$ cat config.mk
export PLATFORM = sky130hd
export DESIGN_NAME = dma_irq_status
export DESIGN_NICKNAME = d
export VERILOG_FILES = /design/src/rtl/dma_irq_pkg.sv /design/src/rtl/dma_irq_ctrl.sv /design/src/rtl/dma_irq_flags.sv /design/src/rtl/dma_irq_status.sv
export SDC_FILE = /design/constraint.sdc
export NUM_CORES = 1
export LEC_CHECK = 0
export ABC_AREA = 1
export BUFFER_PORTS_ARGS = -buffer_cell sky130_fd_sc_hd__buf_2
export CAP_MARGIN = 20
export CORE_ASPECT_RATIO = 1.4
export CORE_UTILIZATION = 33
export CTS_CLUSTER_SIZE = 10
export DETAILED_ROUTE_END_ITERATION = 10
export PLACE_DENSITY = 0.74
export SLEW_MARGIN = 10
export SYNTH_ARGS = -nofsm -noshare
export SYNTH_HDL_FRONTEND = slang
export SYNTH_HIERARCHICAL = 1
export SYNTH_SLANG_ARGS = --single-unit
$ cat constraint.sdc
create_clock -name clk -period 0.8 [get_ports clk]
set_clock_uncertainty 0.05 [all_clocks]
set_input_delay 0.08 -clock clk [delete_from_list [all_inputs] [get_ports clk]]
set_output_delay 0.08 -clock clk [all_outputs]
set_load 0.1 [all_outputs]
$ cat src/rtl/dma_irq_pkg.sv
package dma_irq_pkg;
  localparam int NCH      = 5;
  localparam int FLD_PER  = 4;
  localparam int STAT_W   = NCH * FLD_PER;
  localparam int F_GLB    = 0;
  localparam int F_DONE   = 1;
  localparam int F_HALF   = 2;
  localparam int F_ERR    = 3;

  typedef struct packed {
    logic [NCH-1:0] clrDone;
    logic [NCH-1:0] clrHalf;
    logic [NCH-1:0] clrErr;
  } clrStrobe_t;
endpackage

$ cat src/rtl/dma_irq_ctrl.sv
module dma_irq_ctrl
  import dma_irq_pkg::*;
(
  input  logic              clrWrEn,
  input  logic [STAT_W-1:0] clrWrData,
  output clrStrobe_t        strb
);
  for (genvar c = 0; c < NCH; c++) begin : g_dec
    logic wipeAll;
    assign wipeAll = clrWrData[c*FLD_PER + F_GLB];
    assign strb.clrDone[c] = clrWrEn & (clrWrData[c*FLD_PER + F_DONE] | wipeAll);
    assign strb.clrHalf[c] = clrWrEn & (clrWrData[c*FLD_PER + F_HALF] | wipeAll);
    assign strb.clrErr[c]  = clrWrEn & (clrWrData[c*FLD_PER + F_ERR]  | wipeAll);
  end
endmodule

$ cat src/rtl/dma_irq_flags.sv
module dma_irq_flags
  import dma_irq_pkg::*;
(
  input  logic              clk,
  input  logic              rstN,
  input  logic [NCH-1:0]    evtDone,
  input  logic [NCH-1:0]    evtHalf,
  input  logic [NCH-1:0]    evtErr,
  input  logic [NCH-1:0]    enDone,
  input  logic [NCH-1:0]    enHalf,
  input  logic [NCH-1:0]    enErr,
  input  clrStrobe_t        strb,
  output logic [STAT_W-1:0] statusOut,
  output logic [NCH-1:0]    irqOut
);
  logic [NCH-1:0] doneQ, halfQ, errQ, irqQ;

  for (genvar c = 0; c < NCH; c++) begin : g_ch
    always_ff @(posedge clk) begin
      if (!rstN) begin
        doneQ[c] <= 1'b0;
        halfQ[c] <= 1'b0;
        errQ[c]  <= 1'b0;
        irqQ[c]  <= 1'b0;
      end else begin
        // a pulse in the clear cycle keeps the flag set
        doneQ[c] <= evtDone[c] | (doneQ[c] & ~strb.clrDone[c]);
        halfQ[c] <= evtHalf[c] | (halfQ[c] & ~strb.clrHalf[c]);
        errQ[c]  <= evtErr[c]  | (errQ[c]  & ~strb.clrErr[c]);
        irqQ[c]  <= (doneQ[c] & enDone[c]) | (halfQ[c] & enHalf[c]) | (errQ[c] & enErr[c]);
      end
    end
    assign statusOut[c*FLD_PER + F_GLB]  = doneQ[c] | halfQ[c] | errQ[c];
    assign statusOut[c*FLD_PER + F_DONE] = doneQ[c];
    assign statusOut[c*FLD_PER + F_HALF] = halfQ[c];
    assign statusOut[c*FLD_PER + F_ERR]  = errQ[c];
  end

  assign irqOut = irqQ;
endmodule

$ cat src/rtl/dma_irq_status.sv
module dma_irq_status
  import dma_irq_pkg::*;
(
  input  logic              clk,
  input  logic              rstN,
  input  logic [NCH-1:0]    evtDone,
  input  logic [NCH-1:0]    evtHalf,
  input  logic [NCH-1:0]    evtErr,
  input  logic [NCH-1:0]    enDone,
  input  logic [NCH-1:0]    enHalf,
  input  logic [NCH-1:0]    enErr,
  input  logic              clrWrEn,
  input  logic [STAT_W-1:0] clrWrData,
  output logic [STAT_W-1:0] statusOut,
  output logic [NCH-1:0]    irqOut
);
  clrStrobe_t strb;

  dma_irq_ctrl u_ctrl (
    .clrWrEn   (clrWrEn),
    .clrWrData (clrWrData),
    .strb      (strb)
  );

  dma_irq_flags u_flags (
    .clk       (clk),
    .rstN      (rstN),
    .evtDone   (evtDone),
    .evtHalf   (evtHalf),
    .evtErr    (evtErr),
    .enDone    (enDone),
    .enHalf    (enHalf),
    .enErr     (enErr),
    .strb      (strb),
    .statusOut (statusOut),
    .irqOut    (irqOut)
  );
endmodule

==> results.md <==
- Final worst setup slack: -0.387 ns
- Post-synthesis register bit count: 20
- Worst Tran Pin Value: slightly below 0.3 ns
- Die area: 2940 um^2
- Number of hold violations in the final report: 0
- CTS Buf Count: 3
- R2r setup slk: -0.14 ns
- Synth Area in Simple Gates: 0.382
- Post-route insts no fill: 293
- Post-synth net total: 197
- Placed cells: ~270
- HP Start: enDone[4]
- Compound-Gate Fraction of Synth Area: 0.0556
- Sequential fraction of the synthesis area: 0.445
- Post-Synth Adder-Cell Area: 0
- Starting density of the core: 0.344
- Setup crit start kind: register
- YS warnings: 6
- Gpl congestion: 0.714
- Total power: roughly 0.0035 W
- Number of global-route vias before repair: 1370
- Reg clk slew, reported paths: between 0.1 and 0.15 ns
- H-Tree Depth: 1
- Largest net degree at the start of global routing: 16
- Setup TNS: -7.17 ns
- Min-delay worst type: in -> reg
- Antenna violations before repair: 0
- Area Growth Syn to Fin: 162%
- Power Density: around 1500 nW/um^2
- Tmin final: 1.19 ns
- Drc violations: 0
- Final Setup Violations: 41
- Fmax: 842 MHz
- Fraction of layout cells with a size suffix above 1: 0.619
- Wirelength per Cell: 13.4 um
- Clock Path Buffers: 2
- Initial DRC count: 23
- Reg2reg start: u_flags/statusOut[3]$_SDFF_PN0_
- Post-route ant nets: 0
- Failing checks: negative setup slack
- Die W: 46.1 um
- Antenna cells: 0
- Final WL: 3940 um
- Drt pass-1 iters: 4
- DP Worst Slack: -0.0874 ns
- Remaining global-route overflow: 0
- CTS tree: yes
- Vias per inst: 4.55
- Vias: 1332
- Final Net Count: between 300 and 400
- Yosys cell types: 8
- CP Class: reg -> out
- Cell count of the worst reg-to-reg path: 6
- Slew Limit Fails: 0
- Post-synthesis xor/xnor area fraction: 0
- Max transition margin: 0.807
- VDD IR max: around 1.4 mV
- Mux cell area share after synthesis: 0
- Hold path depth: 5
- Root Buffer: clkbuf_4
- Row count: 22
- Critical Path Sink Type: output port
- Final instance area: roughly 2400 um^2
- RSZ-0062 raised after global routing: true
- Mapped cell area: roughly 900 um^2
- Worst r2r dst: u_flags/irqOut[0]$_SDFF_PN0_
- Die Y-Extent: 63.8 um
- Period utilisation layout: 1.48
- Core area: 2620 um^2
- Max-cap violations: 0
- Worst-skew pair later-pin latency: around 0.28 ns
- Io pins: 78
- CP Max Fanout: 3
- Critical Path AT: 1.06 ns
- Synthesized instance count: 144
- Mean Syn Cell Area: 6.25 um^2
- Leak pwr: 1.16 nW
- Global-route wire length before repair: 5750 um
- Clock sink count: 20
- Fill cells: 117
- Status: finished, violations left
- Hold EP: u_flags/irqOut[4]$_SDFF_PN0_
- Required time of the worst setup path: 0.67 ns
- DP Wirelength: 2330 um
- Buffers on Ports: 77
- GRT Total Usage: 0.267
- Largest family of logic cells by synthesized area: simple AND/OR/NAND/NOR gates
- Area after DPL: approximately 2000 um^2
[synth_stat cells (all sizes together)]
library cell	n	area (um^2)
a21oi	10	50.1
buf	2	22.5
dfxtp	20	400
inv	22	82.6
nand2	25	93.8
nand3	5	25.0
nor2	60	225
[area by class of cell]
cell class / count / area [um^2] / share of cell area
repair buffers: 111 / 1120 / 0.475
multi-input cells: 100 / 603 / 0.256
flip-flops and latches: 20 / 463 / 0.196
inverters: 22 / 100 / 0.0424
well taps: 36 / 45.0 / 0.0191
clock buffers: 4 / 26.3 / 0.0111
[timing repair]
action,CTS,global route
setup endpoints to repair,34,43
hold endpoints to repair,15,0
buffers inserted,7,3
resized for setup,17,21
pin swaps,10,16
hold buffers,15,0
[metrics by stage]
step | utilization | hold slack [ns]
after global routing | 0.902 | 0.0436
after floorplan | - | 0.128
after global placement | 0.762 | 0.237
final | 0.902 | 0.0394
after detailed placement | 0.762 | 0.246
after CTS | 0.874 | 0.0143
[registers in the layout, summed over array words and instances, names as in the netlist]
name	count
u_flags/statusOut	15
u_flags/irqOut	5
[placed cells by master, fill, tap and decap left out]
master	count
a21oi_2	10
nor2_4	5
buf_2	52
dfxtp_4	15
nor2_1	50
nand2_1	16
clkbuf_4	3
dlygate4sd3_1	15
buf_4	1
nand2_4	2
buf_6	18
nor2_2	5
nand2_2	2
nand3_1	1
dfxtp_2	5
buf_12	25
nand3_2	4
clkbuf_1	1
inv_1	15
inv_2	2
inv_6	2
nand2_8	5
inv_4	3
[worst max path at each step]
stage                                                 from       endpoint  slack [ns]  cells past startpoint
after floorplan            u_flags/statusOut[3]$_SDFF_PN0_   statusOut[0]       -0.18                      2
after global placement     u_flags/statusOut[3]$_SDFF_PN0_   statusOut[0]       -0.08                      3
after detailed placement   u_flags/statusOut[3]$_SDFF_PN0_   statusOut[0]       -0.09                      3
after CTS                 u_flags/statusOut[17]$_SDFF_PN0_  statusOut[16]       -0.38                      3
after global routing      u_flags/statusOut[10]$_SDFF_PN0_   statusOut[8]       -0.43                      3
final                     u_flags/statusOut[10]$_SDFF_PN0_   statusOut[8]       -0.39                      3
[kinds of logic (layout without fill, tap and decap cells)]
group                  after synthesis  after routing
AOI/OAI and AO/OA                   10             10
DFF                                 20             20
and+or+nand+nor                     90             90
buffers and inverters               24            137
[critical path, cell delays in order, from the launching register on]
cell and delay [ns]:
dfxtp_4 0.38, nor2_4 0.16, nand2_8 0.06, buf_12 0.16
[metal layers]
layer  share of wire  GRT usage
met1            0.32      0.233
met2            0.62      0.569
met3           0.052     0.0339
met4           0.016     0.0588
met5               0          0
[power by group]
group          switching, W  internal, W  leakage (nW)  total (W)
Clock              0.000277     0.000193        0.0150   0.000470
Combinational       0.00111     0.000765         0.967    0.00187
Sequential         0.000104      0.00106         0.177    0.00116
(Power assumes the default switching activity.)
